### config.mk
export PLATFORM = sky130hd
export DESIGN_NAME = mhf_filter
export DESIGN_NICKNAME = d
export VERILOG_FILES = /design/src/rtl/mhf_pkg.sv /design/src/rtl/mhf_cfg_regs.sv /design/src/rtl/mhf_bin_table.sv /design/src/rtl/mhf_crc_acc.sv /design/src/rtl/mhf_da_collect.sv /design/src/rtl/mhf_filter.sv
export SDC_FILE = /design/constraint.sdc
export NUM_CORES = 1
export LEC_CHECK = 0
export CAP_MARGIN = 25
export CORE_ASPECT_RATIO = 1.5
export CORE_MARGIN = 4
export CORE_UTILIZATION = 60
export CTS_BUF_LIST = sky130_fd_sc_hd__clkbuf_4
export DETAILED_ROUTE_END_ITERATION = 12
export PLACE_DENSITY = 0.75
export SLEW_MARGIN = 25
export SYNTH_ARGS = -nofsm -noshare
export SYNTH_HDL_FRONTEND = slang
export SYNTH_SLANG_ARGS = --single-unit
### constraint.sdc
create_clock -name clk -period 4 [get_ports clk]
set_input_delay 0.8 -clock clk [delete_from_list [all_inputs] [get_ports clk]]
set_output_delay 0.8 -clock clk [all_outputs]
set_load 0.02 [all_outputs]
### src/rtl/mhf_pkg.sv
package mhf_pkg;

   // bytes in a destination address
   localparam int unsigned ADDR_BYTES = 6;
   localparam int unsigned ADDR_W     = ADDR_BYTES * 8;
   localparam int unsigned CRC_W      = 32;

   // configuration selector values
   typedef enum logic [1:0] {
      SEL_MODE   = 2'd0,
      SEL_STA_LO = 2'd1,
      SEL_STA_HI = 2'd2,
      SEL_BIN    = 2'd3
   } cfg_sel_e;

   localparam logic [CRC_W-1:0] CRC_POLY_RFL = 32'hEDB8_8320;
   localparam logic [CRC_W-1:0] CRC_SEED     = 32'hFFFF_FFFF;

   // one byte of reflected CRC-32, least significant bit first
   function automatic logic [CRC_W-1:0] crc_byte_step(input logic [CRC_W-1:0] c_in,
                                                      input logic [7:0]       b);
      logic [CRC_W-1:0] c;
      c = c_in ^ {24'd0, b};
      for (int k = 0; k < 8; k++) begin
         if (c[0]) c = (c >> 1) ^ CRC_POLY_RFL;
         else      c = c >> 1;
      end
      return c;
   endfunction

   function automatic logic [CRC_W-1:0] bit_flip32(input logic [CRC_W-1:0] v);
      logic [CRC_W-1:0] r;
      for (int k = 0; k < CRC_W; k++) r[k] = v[CRC_W-1-k];
      return r;
   endfunction

endpackage

### src/rtl/mhf_cfg_regs.sv
module mhf_cfg_regs
   import mhf_pkg::*;
#(
   parameter int unsigned IDX_W = 9
) (
   input  logic              clk,
   input  logic              rst_n,
   input  logic              we,
   input  logic [1:0]        sel,
   input  logic [31:0]       wdata,
   output logic [ADDR_W-1:0] station,
   output logic              promisc,
   output logic              bin_we,
   output logic [IDX_W-1:0]  bin_idx,
   output logic              bin_val
);

   logic [31:0] sta_lo_q;
   logic [15:0] sta_hi_q;
   logic        promisc_q;
   cfg_sel_e    sel_e;

   assign sel_e = cfg_sel_e'(sel);

   always_ff @(posedge clk or negedge rst_n) begin
      if (!rst_n) begin
         sta_lo_q  <= '0;
         sta_hi_q  <= '0;
         promisc_q <= 1'b0;
      end else if (we) begin
         case (sel_e)
            SEL_MODE:   promisc_q <= wdata[0];
            SEL_STA_LO: sta_lo_q  <= wdata;
            SEL_STA_HI: sta_hi_q  <= wdata[15:0];
            default:    ;
         endcase
      end
   end

   // byte 0 of the wire order sits in the low byte
   assign station = {sta_hi_q, sta_lo_q};
   assign promisc = promisc_q;

   // bin writes pass straight through to the table
   assign bin_we  = we && (sel_e == SEL_BIN);
   assign bin_idx = wdata[IDX_W-1:0];
   assign bin_val = wdata[IDX_W];

   logic unused_wbits;
   assign unused_wbits = ^{wdata[31:IDX_W+1]};


   property promisc_load_p;
      @(posedge clk) disable iff (!rst_n)
         (we && sel_e == SEL_MODE) |=> (promisc == $past(wdata[0]));
   endproperty
   promisc_load_chk: assert property (promisc_load_p);

endmodule

### src/rtl/mhf_bin_table.sv
module mhf_bin_table #(
   parameter int unsigned IDX_W = 9
) (
   input  logic             clk,
   input  logic             rst_n,
   input  logic             wr_en,
   input  logic [IDX_W-1:0] wr_idx,
   input  logic             wr_val,
   input  logic [IDX_W-1:0] rd_idx,
   output logic             rd_hit
);

   localparam int unsigned NBINS = 1 << IDX_W;

   logic [NBINS-1:0] bins_q;

   for (genvar g = 0; g < NBINS; g++) begin : g_bin
      always_ff @(posedge clk or negedge rst_n) begin
         if (!rst_n)
            bins_q[g] <= 1'b0;
         else if (wr_en && (wr_idx == IDX_W'(g)))
            bins_q[g] <= wr_val;
      end
   end

   assign rd_hit = bins_q[rd_idx];


   property bin_write_p;
      @(posedge clk) disable iff (!rst_n)
         wr_en |=> (bins_q[$past(wr_idx)] == $past(wr_val));
   endproperty
   bin_write_chk: assert property (bin_write_p);

   // at most one bin moves per cycle
   property bin_single_p;
      @(posedge clk) disable iff (!rst_n)
         ##1 $countones(bins_q ^ $past(bins_q)) <= 1;
   endproperty
   bin_single_chk: assert property (bin_single_p);

endmodule

### src/rtl/mhf_crc_acc.sv
module mhf_crc_acc
   import mhf_pkg::*;
#(
   parameter int unsigned IDX_W = 9
) (
   input  logic             clk,
   input  logic             rst_n,
   input  logic             start,
   input  logic             valid,
   input  logic [7:0]       data,
   output logic [IDX_W-1:0] idx
);

   logic [CRC_W-1:0] crc_q;
   logic [CRC_W-1:0] crc_base;
   logic [CRC_W-1:0] crc_next;
   logic [CRC_W-1:0] crc_rev;

   // a start strobe discards whatever was accumulated
   assign crc_base = start ? CRC_SEED : crc_q;
   assign crc_next = crc_byte_step(crc_base, data);
   assign crc_rev  = bit_flip32(crc_next);
   assign idx      = crc_rev[CRC_W-1 -: IDX_W];

   always_ff @(posedge clk or negedge rst_n) begin
      if (!rst_n)     crc_q <= CRC_SEED;
      else if (valid) crc_q <= crc_next;
   end

   logic unused_rev;
   assign unused_rev = ^{crc_rev[CRC_W-IDX_W-1:0]};


   property crc_hold_p;
      @(posedge clk) disable iff (!rst_n)
         !valid |=> $stable(crc_q);
   endproperty
   crc_hold_chk: assert property (crc_hold_p);

endmodule

### src/rtl/mhf_da_collect.sv
module mhf_da_collect
   import mhf_pkg::*;
(
   input  logic              clk,
   input  logic              rst_n,
   input  logic              start,
   input  logic              valid,
   input  logic [7:0]        data,
   output logic              last,
   output logic [ADDR_W-1:0] full_addr
);

   localparam int unsigned CNT_W  = $clog2(ADDR_BYTES);
   localparam int unsigned HELD_N = ADDR_BYTES - 1;

   logic [CNT_W-1:0] cnt_q;     // bytes taken so far, 0 when idle
   logic [7:0]       held_q [HELD_N];
   logic             busy;

   assign busy = (cnt_q != '0);
   assign last = valid && !start && (cnt_q == CNT_W'(ADDR_BYTES-1));

   always_ff @(posedge clk or negedge rst_n) begin
      if (!rst_n)
         cnt_q <= '0;
      else if (valid && start)
         cnt_q <= CNT_W'(1);
      else if (last)
         cnt_q <= '0;
      else if (valid && busy)
         cnt_q <= cnt_q + CNT_W'(1);
   end

   for (genvar g = 0; g < HELD_N; g++) begin : g_held
      always_ff @(posedge clk or negedge rst_n) begin
         if (!rst_n)
            held_q[g] <= '0;
         else if (valid && start && g == 0)
            held_q[g] <= data;
         else if (valid && !start && busy && cnt_q == CNT_W'(g))
            held_q[g] <= data;
      end
      assign full_addr[8*g +: 8] = held_q[g];
   end
   assign full_addr[ADDR_W-1 -: 8] = data;


   property back_to_idle_p;
      @(posedge clk) disable iff (!rst_n)
         last |=> (cnt_q == '0);
   endproperty
   back_to_idle_chk: assert property (back_to_idle_p);


   property restart_p;
      @(posedge clk) disable iff (!rst_n)
         (valid && start) |=> (cnt_q == CNT_W'(1));
   endproperty
   restart_chk: assert property (restart_p);

endmodule

### src/rtl/mhf_filter.sv
module mhf_filter
   import mhf_pkg::*;
#(
   parameter int unsigned IDX_W = 9
) (
   input  logic        clk,
   input  logic        rst_n,
   input  logic        cfg_we,
   input  logic [1:0]  cfg_sel,
   input  logic [31:0] cfg_wdata,
   input  logic        da_start,
   input  logic        da_valid,
   input  logic [7:0]  da_byte,
   output logic        dec_valid,
   output logic        dec_accept
);

   // the bin value bit rides just above the index, inside one data word
   if (IDX_W < 1 || IDX_W > 12) begin : g_bad_idx
      $error("mhf_filter: IDX_W must lie in 1..12");
   end

   logic [ADDR_W-1:0] station;
   logic              promisc;
   logic              bin_we;
   logic [IDX_W-1:0]  bin_idx;
   logic              bin_val;
   logic [IDX_W-1:0]  look_idx;
   logic              bin_hit;
   logic              last;
   logic [ADDR_W-1:0] full_addr;
   logic              is_group;
   logic              is_bcast;
   logic              uc_hit;
   logic              verdict;
   logic              dec_valid_q;
   logic              dec_accept_q;

   mhf_cfg_regs #(.IDX_W(IDX_W)) u_cfg (
      .clk     (clk),
      .rst_n   (rst_n),
      .we      (cfg_we),
      .sel     (cfg_sel),
      .wdata   (cfg_wdata),
      .station (station),
      .promisc (promisc),
      .bin_we  (bin_we),
      .bin_idx (bin_idx),
      .bin_val (bin_val)
   );

   mhf_bin_table #(.IDX_W(IDX_W)) u_bins (
      .clk    (clk),
      .rst_n  (rst_n),
      .wr_en  (bin_we),
      .wr_idx (bin_idx),
      .wr_val (bin_val),
      .rd_idx (look_idx),
      .rd_hit (bin_hit)
   );

   mhf_crc_acc #(.IDX_W(IDX_W)) u_crc (
      .clk   (clk),
      .rst_n (rst_n),
      .start (da_start),
      .valid (da_valid),
      .data  (da_byte),
      .idx   (look_idx)
   );

   mhf_da_collect u_col (
      .clk       (clk),
      .rst_n     (rst_n),
      .start     (da_start),
      .valid     (da_valid),
      .data      (da_byte),
      .last      (last),
      .full_addr (full_addr)
   );

   assign is_group = full_addr[0];
   assign is_bcast = &full_addr;
   assign uc_hit   = (full_addr == station);

   always_comb begin
      if (promisc || is_bcast) verdict = 1'b1;
      else if (is_group)       verdict = bin_hit;
      else                     verdict = uc_hit;
   end

   always_ff @(posedge clk or negedge rst_n) begin
      if (!rst_n) begin
         dec_valid_q  <= 1'b0;
         dec_accept_q <= 1'b0;
      end else begin
         dec_valid_q <= last;
         if (last) dec_accept_q <= verdict;
      end
   end

   assign dec_valid  = dec_valid_q;
   assign dec_accept = dec_accept_q;


   property pulse_one_p;
      @(posedge clk) disable iff (!rst_n)
         dec_valid |=> !dec_valid;
   endproperty
   pulse_one_chk: assert property (pulse_one_p);


   property pulse_after_byte_p;
      @(posedge clk) disable iff (!rst_n)
         dec_valid |-> $past(da_valid);
   endproperty
   pulse_after_byte_chk: assert property (pulse_after_byte_p);


   property bcast_pass_p;
      @(posedge clk) disable iff (!rst_n)
         $past(last && is_bcast) |-> (dec_valid && dec_accept);
   endproperty
   bcast_pass_chk: assert property (bcast_pass_p);


   property promisc_pass_p;
      @(posedge clk) disable iff (!rst_n)
         $past(last && promisc) |-> (dec_valid && dec_accept);
   endproperty
   promisc_pass_chk: assert property (promisc_pass_p);


   property group_miss_p;
      @(posedge clk) disable iff (!rst_n)
         $past(last && is_group && !is_bcast && !promisc && !bin_hit)
            |-> (dec_valid && !dec_accept);
   endproperty
   group_miss_chk: assert property (group_miss_p);


   property ucast_table_p;
      @(posedge clk) disable iff (!rst_n)
         $past(last && !is_group && !promisc && !uc_hit) |-> !dec_accept;
   endproperty
   ucast_table_chk: assert property (ucast_table_p);

endmodule

After elaboration in Yosys (flattened, before gate mapping)
Index checks and enable logic that the tools add are counted.
{"block": "word_totals", "regBits": 638, "input_bits": 47}
{"block": "classes", "addsub": 1, "order_cmp": 1, "eq_ne": 520, "mux": 18, "n_bitwise": 9, "reduce_logical": 535}
{"op": "$eq 9x9->1 const B", "count": 256}
{"op": "$eq 9x8->1 const B", "count": 128}
{"op": "$eq 9x7->1 const B", "count": 64}
{"op": "$logic_and 1x1->1", "count": 523}
{"op": "$eq 9x6->1 const B", "count": 32}
{"op": "$mux 32", "count": 9}
{"op": "$eq 9x5->1 const B", "count": 16}
{"op": "$not 13->14", "count": 8}
{"op": "$eq 9x4->1 const B", "count": 8}
{"op": "$eq 48x48->1", "count": 1}
{"op": "$reduce_and 48->1", "count": 1}
{"op": "$eq 9x3->1 const B", "count": 4}
{"op": "$xor 32x8->32", "count": 1}
{"op": "$eq 9x2->1 const B", "count": 2}
{"op": "$mux 8", "count": 2}
{"op": "$lt 9x10->1 const B", "count": 1}
{"op": "$bmux 1 s9", "count": 1}
{"op": "$eq 9x1->1 const B", "count": 1}
{"op": "$logic_not 9->1", "count": 1}
{"op": "$mux 3", "count": 3}
{"op": "$eq 3x2->1 const B", "count": 2}
{"op": "$eq 3x3->1 const B", "count": 2}
{"op": "$reduce_and 2->1", "count": 3}
{"op": "$reduce_bool 3->1", "count": 2}
{"op": "10 further kinds", "count": 13}

Logic depth before layout (Yosys ltp)
Gate-level depths: netlist of run 1.
{"block": "logic_depth", "depth_word": 22, "mapped_depth": 15}

Modules after synthesis
A second synthesis of run 1 with hierarchy kept.
{"block": "hier_totals", "cells_unflattened": 3391, "area_unflattened_um2": 32781.4}
{"module": "mhf_bin_table", "n_inst": 1, "cells_each": 2849, "area_per_inst_um2": 25822.3, "seq_area_each_um2": 12812.3}
{"module": "mhf_crc_acc", "n_inst": 1, "cells_each": 209, "area_per_inst_um2": 2260.9, "seq_area_each_um2": 840.8}
{"module": "mhf_cfg_regs", "n_inst": 1, "cells_each": 116, "area_per_inst_um2": 2102.0, "seq_area_each_um2": 1226.2}
{"module": "mhf_da_collect", "n_inst": 1, "cells_each": 126, "area_per_inst_um2": 1883.1, "seq_area_each_um2": 1076.0}
{"module": "mhf_filter", "n_inst": 1, "cells_each": 91, "area_per_inst_um2": 713.2, "seq_area_each_um2": 50.0}

Worst setup path before layout of run 1
Ideal clock, no wire load.
{"block": "synth_path", "kind": "input -> register", "start": "in da_start", "end": "reg dec_accept_q, in the netlist dec_accept", "setup_time_ps": 104, "t_arrival_ps": 3533, "required_ps": 3896, "path_slack_ps": 363, "cell_stages": 13, "n_path_buf": 3, "path_cell_list": "buf_4 -> nor2_1 -> xnor2_1 -> xor3_2 -> xnor2_2 -> buf_2 -> buf_2 -> nand2_1 -> a32oi_1 -> nand4_1 -> o32a_1 -> a311o_1 -> o311ai_1"}
{"block": "synth_via", "elab_chain_len": 17, "word_cells_on_any_way": 25, "classes_between": "mux (13); bitwise (9); reduce/logical (3)"}
{"element": "start: declaration", "line_no": "mhf_filter.sv:11", "source": "input logic da_start,"}
{"element": "$mux 32", "line_no": "mhf_crc_acc.sv:20", "source": "assign crc_base = start ? CRC_SEED : crc_q;"}
{"element": "$xor 32x8->32", "line_no": "mhf_pkg.sv:23", "source": "c = c_in ^ {24'd0, b};"}
{"element": "$not 13->14 (no source line) / $mux 32 (equally long branches)"}
{"element": "$mux 32 / $not 13->14 (equally long branches) (6 in a row)"}
{"element": "$not 13->14 (no source line) / $mux 32 (equally long branches)"}
{"element": "$mux 32 / $not 13->14 (equally long branches)"}
{"element": "$not 13->14 (no source line) / $mux 32 (equally long branches)"}
{"element": "$mux 32", "line_no": "mhf_pkg.sv:25", "source": "if (c[0]) c = (c >> 1) ^ CRC_POLY_RFL;"}
{"element": "$bmux 1 s9", "line_no": "mhf_bin_table.sv:26", "source": "assign rd_hit = bins_q[rd_idx];"}
{"element": "$mux 1 (not written as such)", "line_no": "mhf_bin_table.sv:26"}
{"element": "$mux 1", "line_no": "mhf_filter.sv:87", "source": "else if (is_group) verdict = bin_hit;"}
{"element": "$mux 1", "line_no": "mhf_filter.sv:86", "source": "if (promisc || is_bcast) verdict = 1'b1;"}
{"element": "end signal: assignment", "line_no": "mhf_filter.sv:97", "source": "if (last) dec_accept_q <= verdict;"}
{"element": "end: declaration", "line_no": "mhf_filter.sv:37", "source": "logic dec_accept_q;"}
Several ways; a longest one is shown, not always the timed one. The select of a mux whose other input is x is not followed.
A chain may end at the register's enable or synchronous reset.

Worst setup path after layout of run 1
{"block": "layout_path", "start": "reg u_crc.crc_q[6]", "end": "reg dec_accept_q, in the netlist dec_accept"}
{"block": "layout_via", "elab_chain_len": 16}
{"element": "start: declaration", "line_no": "mhf_crc_acc.sv:14", "source": "logic [CRC_W-1:0] crc_q;"}
{"element": "start signal: assignment", "line_no": "mhf_crc_acc.sv:27", "source": "else if (valid) crc_q <= crc_next;"}
{"element": "$mux 32 (*)", "line_no": "mhf_crc_acc.sv:20"}
{"element": "$xor 32x8->32 (*)", "line_no": "mhf_pkg.sv:23"}
{"element": "$not 13->14 (no source line)"}
{"element": "$mux 32 (*) (7 in a row)", "line_no": "mhf_pkg.sv:25"}
{"element": "$not 13->14 (no source line)"}
{"element": "$mux 32 (*)", "line_no": "mhf_pkg.sv:25"}
{"element": "$bmux 1 s9 (*)", "line_no": "mhf_bin_table.sv:26"}
{"element": "$mux 1 (not written as such) (*)", "line_no": "mhf_bin_table.sv:26"}
{"element": "$mux 1 (*)", "line_no": "mhf_filter.sv:87"}
{"element": "$mux 1 (*)", "line_no": "mhf_filter.sv:86"}
Mark *: on every way between the ends. The rest lies on a longest branch, timed or not. The select of a mux whose other input is x is not followed.

==> reports/results.txt, run 1 <==
STA classifies the critical path endpoint as a flip-flop. The fraction of synthesized cell area taken by the top area cell type was 0.465; the count of state elements after synthesis was 638. The critical path in this run is classified as reg -> reg. The clock arrives with 0.0401 ns of skew. The share of synthesized flip-flops with an asynchronous set or reset came out at 1.00. Static timing analysis puts the maximum clock frequency at 0.262 GHz. Final critical-path required period: 3.82 ns. In this run the register-to-register setup slack is 0.18 ns. STA classifies the critical path startpoint as a flip-flop. Dividing the detail-routed wire length by the instance count gives 25.2 µm. The launch instance of the worst register-to-register path is u_crc.crc_q[6].

The tools report the last element of the critical path as dec_accept. The combined global-route utilization of all metal layers was 0.386; the number of violations of the max-capacitance limit was 0. The floorplan step defined a die boundary enclosing 58300 µm². The total count of max-transition violations in the final report is 0, and the mapped cell area is 32600 µm². After floorplanning, the core was divided into 104 placement rows. Setup repair after global routing left no endpoint under its margin. After detailed routing, the number of remaining DRC violations is 0. The post-layout net count is 3697, and the fraction of the cycle the final worst path needs is 0.956. Setup violations remaining at the end of the flow were counted as 0.

The biggest area consumer among synthesized cells is dfrtp_1. For the weighted congestion reported at the end of routability-driven placement, the log shows 0.980. For this block, the routed nets add up to 112 mm of wire. Global routing finished with a remaining overflow of 0. The floorplan die height is 294 µm. Counting the fill cells in the layout gives 4006. The cell count after placement is 4176, and the width of the die is 198 µm. The post-synth net total was 3444. The final hold violation count is 0. The first detailed-routing pass took 8 iterations.

For the post-layout utilization of the core, the log shows 0.705. For the part of the Yosys area used for sequential elements, the log shows 0.490. TritonCTS built the clock tree.

The finished layout holds 4446 standard cells, fillers aside. The count of buffers added on input and output ports is 48. In this run the critical register-to-register path is captured at dec_accept.

Among all flip-flop cells after synthesis, the most frequent one is dfrtp_1. The first global-routing pass estimated 172 mm of wire. At the worst endpoint, the arrival time is 4.65 ns. The run gives 29.3k as the number of global-route vias before repair. The cell sitting at the root of the clock tree is a clkbuf_4. The Yosys step of the flow raised 0 warnings. Total power density per cell area: 726 nW/µm². The run finished with clean final reports.

Mean number of vias per cell: 6.42. Mean area per synthesized cell: 9.62 µm². The synthesized design contains 0 enable-type register cells. The run gives 4 as the initial antenna violation count.

Summing all placed instances gives a cell area of 35800 µm². The tools report the worst slew margin relative to its limit as 0.372. Leaving out fill and tap cells, the most frequent cell in the layout is nand2_1. Clock-pin slew was measured on the worst setup and hold paths at 0.07 ns. Timing analysis after detailed placement gives a worst setup slack of -0.835 ns. After synthesis, the netlist uses 60 different library cells. No sink is reached through more buffers than the 3 on the longest clock path. The top cell types in the final layout, fill and taps aside, are nand2_1 (616), dfrtp_1 (606), mux2_2 (376). The detailed router finished its first iteration with 3238 violations.

Clock tree synthesis inserted a total of 155 buffers. The HPWL after detailed placement is 74.0 mm, and the number of ports placed on the die boundary is 49. For the worst flop-to-flop path, the logic depth is 12.

The worst-case IR drop observed on VDD is 716 µV. The logs give 4.82 ns for the required time at the endpoint of the critical path and 0 for the number of nets still failing antenna checks after routing. The worst path meets setup with 0.177 ns of slack. CTS saw 638 sinks.

The critical path starts at u_crc.crc_q[6]. Clock latency on the worst-skew pair, taken at its later pin, is 0.93 ns. Entering global routing, the biggest net connects 135 pins. At the pin with the least slew margin, the transition time is 0.939 ns.

The starting utilization of the core area was 0.607. In this run the number of H-tree levels came out at 4. By area the synthesized netlist is led by dfrtp_1 (46%), mux2_2 (13%), nand2_1 (7.1%). With fillers left out, the area of the finished cells amounts to 37900 µm². The run gives 17.9 nW as the leakage power.

The critical-path maximum fanout works out to 5. The layout overhead on the synthesized area is 16.1%. Share of cells above drive strength 1: 0.276.

The tools report the synthesized instance count as 3392. The path class of the tightest hold or removal check is in -> async. The total area inside the core boundary comes to 53700 µm². The detailed router placed 28.5k vias in this run.
## Yosys cell counts (all sizes together) (5+ instances only)
master / number
nand2: 616
dfrtp: 606
mux2: 376
nor2: 365
nand3: 351
o21ai: 250
clkbuf: 200
xnor2: 82
buf: 71
xor2: 59
mux2i: 56
a21oi: 55
nor4: 37
nand4: 33
dfstp: 32
mux4: 28
a31oi: 26
a32oi: 24
nor3: 17
inv: 14
a22oi: 11
and3: 11
nand2b: 10
nor2b: 7
o2111ai: 6
o22ai: 6
ha: 5
o221ai: 5
## final cells by class
type | instances | area (µm²) | share of cell area
Antenna cell | 5 | 12.5 | 0.000330
Clock buffer | 221 | 1660 | 0.0438
Clock inverter | 43 | 362 | 0.00954
Inverter | 14 | 52.6 | 0.00139
Multi-Input combinational cell | 2469 | 15600 | 0.411
Sequential cell | 638 | 16000 | 0.422
Tap cell | 689 | 862 | 0.0227
Timing Repair Buffer | 367 | 3370 | 0.0889
## logic make-up (layout without fill, tap and decap cells)
family | after synthesis | count (layout) | synth area share
xor gates and xnor gates | 144 | 144 | 0.0428
other | 0 | 5 | 0
and+or+nand+nor | 1457 | 1457 | 0.192
DFF | 638 | 638 | 0.490
adders and majority gates | 5 | 5 | 0.00192
buffers and inverters | 285 | 645 | 0.0367
muxes | 460 | 460 | 0.166
AOI/OAI and AO/OA | 403 | 403 | 0.0701
## power breakdown
part / leakage (nW) / internal, mW / total [mW] / switching, mW
clock: 1.19 / 2.98 / 5.67 / 2.68
combinational: 8.05 / 5.89 / 14.3 / 8.41
sequential: 8.62 / 7.06 / 7.54 / 0.483
total: 17.9 / 15.9 / 27.5 / 11.6
## worst max-delay path, cell delays in order, from the launching register on
cell and delay, ns:
dfstp_2 0.61, xnor2_1 0.14, nor2_1 0.08, xnor2_2 0.53, xnor3_1 0.57, buf_4 0.17
nor2_1 0.20, buf_4 0.15, nand3_1 0.15, nor4_2 0.50, a22o_1 0.27, o31ai_1 0.08
o311ai_1 0.26
## how the worst min path moves through the flow
stage	startpoint	end	slack, ns
after floorplan	u_bins.bins_q[37]	u_bins.bins_q[37]	0.46
after global placement	u_bins.bins_q[37]	u_bins.bins_q[37]	0.48
after detailed placement	u_bins.bins_q[105]	u_bins.bins_q[105]	0.49
after CTS	cfg_wdata[9]	u_bins.bins_q[240]	0.34
after global routing	cfg_wdata[9]	u_bins.bins_q[254]	0.42
final	rst_n	u_bins.bins_q[275]	0.45
## sequential cells by signal (all words and copies together) (netlist names)
signal and cells:
u_cfg.sta_hi_q 16, u_cfg.sta_lo_q 32, u_col.full_addr 40, u_crc.crc_q 32, dec_valid 1, u_cfg.promisc 1
u_bins.bins_q 512, u_col.cnt_q 3, dec_accept 1
## metrics by stage
step	TNS (ns)	hold slack (ns)	total power, mW
3_3_place_gp	-0.865	0.482	21.4
2_1_floorplan	0	0.465	14.7
5_1_grt	0	0.416	28.5
6_report	0	0.448	27.5
4_1_cts	0	0.342	27.2
3_5_place_dp	-0.835	0.491	21.5
## repair_timing
item	4_1_cts	5_1_grt
buffers inserted	0	0
hold buffers	1	0
hold endpoints to repair	70	0
endpoints found under the setup margin	1	0
gates resized for setup	1	0
## layer usage
layer / up-vias / GRT usage / part of all wire
met5: - / 0 / 0.000062
met4: 2 / 0.270 / 0.084
met3: 544 / 0.0878 / 0.098
met2: 1765 / 0.612 / 0.47
met1: 14000 / 0.468 / 0.35
li1: 12200 / - / -
No activity file was read; power rests on OpenSTA's default activity.
==> run 2, diff against run 1 <==
--- a/config.mk
+++ b/config.mk
@@ -6,12 +6,15 @@
 export NUM_CORES = 1
 export LEC_CHECK = 0
 export CAP_MARGIN = 25
+export CELL_PAD_IN_SITES_DETAIL_PLACEMENT = 1
+export CELL_PAD_IN_SITES_GLOBAL_PLACEMENT = 1
 export CORE_ASPECT_RATIO = 1.5
 export CORE_MARGIN = 4
-export CORE_UTILIZATION = 60
+export CORE_UTILIZATION = 52
 export CTS_BUF_LIST = sky130_fd_sc_hd__clkbuf_4
 export DETAILED_ROUTE_END_ITERATION = 12
-export PLACE_DENSITY = 0.75
+export GPL_ROUTABILITY_DRIVEN = 0
+export PLACE_DENSITY = 0.81
 export SLEW_MARGIN = 25
 export SYNTH_ARGS = -nofsm -noshare
 export SYNTH_HDL_FRONTEND = slang
==> run 2 against run 1 <==
- final cell count rose by 2.6%
- first-iteration DRC count fell by 7.5%
- count of clock-buffer cells in the layout rose by 9
- die area rose by 15%
- worst setup slack got worse by 0.088 ns
- critical endpoint unchanged
- clock power rose by 3%
- combinational power rose by 6%
==> reports/results.txt, run 2 (synthesized netlist as in run 1, its figures left out) <==
The flow ran to the end, and the final reports show no timing, DRC or antenna violations. The flip-flop count of the largest register after layout is 512 (unchanged). Number of global-route vias before repair: 32.9k (+13%). The tools report the starting utilization of the core area as 0.524 (-0.0827). The tools report the via count of the routed design as 30.3k (+6.1%). The register area was 16000 µm² (unchanged). Count of buffers added by post-CTS timing repair for setup: 0 (unchanged). The layout overhead on the synthesized area works out to 16.9%.

The run gives 4.99 ns (+0.17 ns) as the required time at the endpoint of the critical path. The tools report the launch instance of the worst register-to-register path as u_crc.crc_q[1]. The worst setup path is captured at a flip-flop.

The top register by number of flip-flops is u_bins.bins_q. In the layout the commonest cells are nand2_1 (614), dfrtp_1 (606), mux2_2 (376). The total congestion overflow after global routing came out at 0 (unchanged).

The initial antenna violation count was 4 (unchanged); the combined global-route utilization of all metal layers was 0.396 (+0.00959). The width of the die works out to 213 µm (+7.1%). The total power density per cell area is 748 nW/µm² (+3.1%), and the total detailed-routing wirelength is 135 mm (+20%). The final hold violation count is 0 (unchanged), and the number of ports placed on the die boundary is 49 (unchanged). The area of the die was 66900 µm² (+15%).

Maximum clock path buffer count: 3 (unchanged). The number of nets still failing antenna checks after routing came out at 0 (unchanged). The final critical-path required period works out to 3.91 ns (+0.0882 ns). TritonCTS built the clock tree. The post-route clock skew was 0.0789 ns (+0.0388 ns); the worst hold margin was 0.231 ns (-0.217 ns).

Number of cells on the worst reg-to-reg path: 14 (+2). The number of optimization iterations in the first detailed-route pass is 6 (-2), and the post-layout net count is 3698 (+0.027%). The tools report the worst slew margin relative to its limit as 0.352 (-0.0196).

The critical path is of the reg -> reg type. The run gives 164 (+5.8%) as the total clock buffers created by CTS. The startpoint of the lowest-slack hold path is cfg_wdata[9].

The logs give 0 (unchanged) for the total count of max-transition violations in the final report and 4277 (+2.4%) for the cell count after placement. The actual slew at the worst max-slew pin is 0.968 ns (+0.0293 ns), and the wire length of the first global-routing pass is 200 mm (+16%). The run gives 28.6 mW (+3.8%) as the overall power. The worst setup slack after placement is -0.902 ns (-0.0666 ns).

Arrival time of data at the critical path endpoint: 4.90 ns (+0.25 ns). The nature of the critical path startpoint is a flip-flop. Maximum achievable frequency: 0.256 GHz (-2.3%). The clock latency on the worst-skew pair was 1.12 ns (+0.19 ns); the critical-path maximum fanout was 11 (+6).

The run gives 112 (+7.7%) as the number of placement rows. The worst hold path was traced through 3 stages. The logs give 0 (unchanged) for the final number of setup-violating endpoints and 84.6 mm (+14%) for the HPWL after detailed placement. The tools report the terminating pin of the worst hold path as u_bins.bins_q[3]. The reg2reg setup slack was 0.09 ns (-0.09 ns). The tools report the number of violations reported at the end of detailed-routing iteration 0 as 2994 (-7.5%). The count of port buffers added during placement is 48 (unchanged), and the floorplan die height is 315 µm (+7.2%). The number of filler cells placed in the layout came out at 6952 (+74%). Fraction of the cycle the final worst path needs: 0.978 (+0.0220). The min-delay analysis places its worst path in the category in -> reg.

The average detailed-routed wire length per instance is 29.6 µm (+17%), and the largest net degree at the start of global routing is 117 (-13%). The share of cells above drive strength 1 was 0.278 (+0.00203); the mean number of vias per cell was 6.64 (+3.4%). The run gives 15600 µm² (+0.31%) as the area of the multi-input gates. The tools report the total number of H-tree levels as 4 (unchanged). In this run the critical register-to-register path is captured at dec_accept.

The area inside the core boundary is 62200 µm² (+16%), and the setup TNS is 0 ns (unchanged). The library cell used most frequently in the layout, excluding fill and tap cells, is nand2_1. The number of design rule violations left after detail routing is 0 (unchanged). The post-layout worst setup margin was 0.0886 ns (-0.0882 ns). The leakage power is 17.9 nW (about the same), and the number of violations of the max-capacitance limit is 0 (unchanged).

The logs give 638 (unchanged) for the number of clock sinks seen by CTS and 745 µV (+4.0%) for the peak supply drop. Clock tree synthesis selected as its root buffer the cell clkbuf_4. The run gives 4561 (+2.6%) as the final cell count without fillers. The CTS clock-pin slew for the worst setup and hold paths works out to 0.10 ns (+0.03 ns).
-- run 2: what timing repair did --
action,CTS,global route
pin swaps,0,1
setup endpoints to repair,1,1
cloned,0,0
endpoints found under the hold margin,63,0
resized for setup,2,2
hold buffers,1,0
-- run 2: worst max-delay path by stage --
stage                   startpoint         end  cells past startpoint
floorplan                 da_start  dec_accept                     13
global placement        da_byte[7]  dec_accept                     14
detailed placement        da_start  dec_accept                     16
CTS                 u_crc.crc_q[1]  dec_accept                     13
global route        u_crc.crc_q[1]  dec_accept                     15
finish              u_crc.crc_q[1]  dec_accept                     14
-- run 2: area by class of cell --
class / instances / area share
Multi-Input combinational cell: 2469 / 0.410
Clock inverter: 47 / 0.00813
Timing Repair Buffer: 359 / 0.0894
Clock buffer: 230 / 0.0453
Sequential cell: 638 / 0.420
Antenna cell: 6 / 0.000394
Tap cell: 798 / 0.0262
Inverter: 14 / 0.00138
-- run 2: power by group --
group	leakage (nW)	switching, mW	internal [mW]
Combinational	8.05	9.05	6.00
Clock	1.20	2.95	2.90
Sequential	8.62	0.579	7.06
Total	17.9	12.6	16.0
-- run 2: worst max-delay path: stages, from the launching register on --
cell and delay, ns:
dfstp_2 0.72, xnor2_1 0.12, nor2_1 0.19, xnor2_2 0.13, buf_4 0.17, xnor2_2 0.69, buf_4 0.24, nor2_1 0.06
buf_4 0.19, o21ai_0 0.15, a31oi_1 0.14, o21a_1 0.22, nor4_2 0.44, buf_4 0.20, o311ai_1 0.09
-- run 2: metal layers --
| layer | part of all wire | global-route usage | vias up | routed length (µm) |
|---|---|---|---|---|
| li1 | - | - | 12200 | - |
| met1 | 0.35 | 0.447 | 15300 | 47000 |
| met2 | 0.47 | 0.627 | 1943 | 63100 |
| met3 | 0.087 | 0.103 | 826 | 11700 |
| met4 | 0.097 | 0.325 | 2 | 13200 |
| met5 | 0.000096 | 0 | - | 13 |
-- run 2: through the flow --
stage	cell area [µm²]	util
floorplan	32600	-
global placement	36000	0.579
detailed placement	36000	0.579
CTS	38100	0.612
global route	38100	0.613
finish	38100	0.613
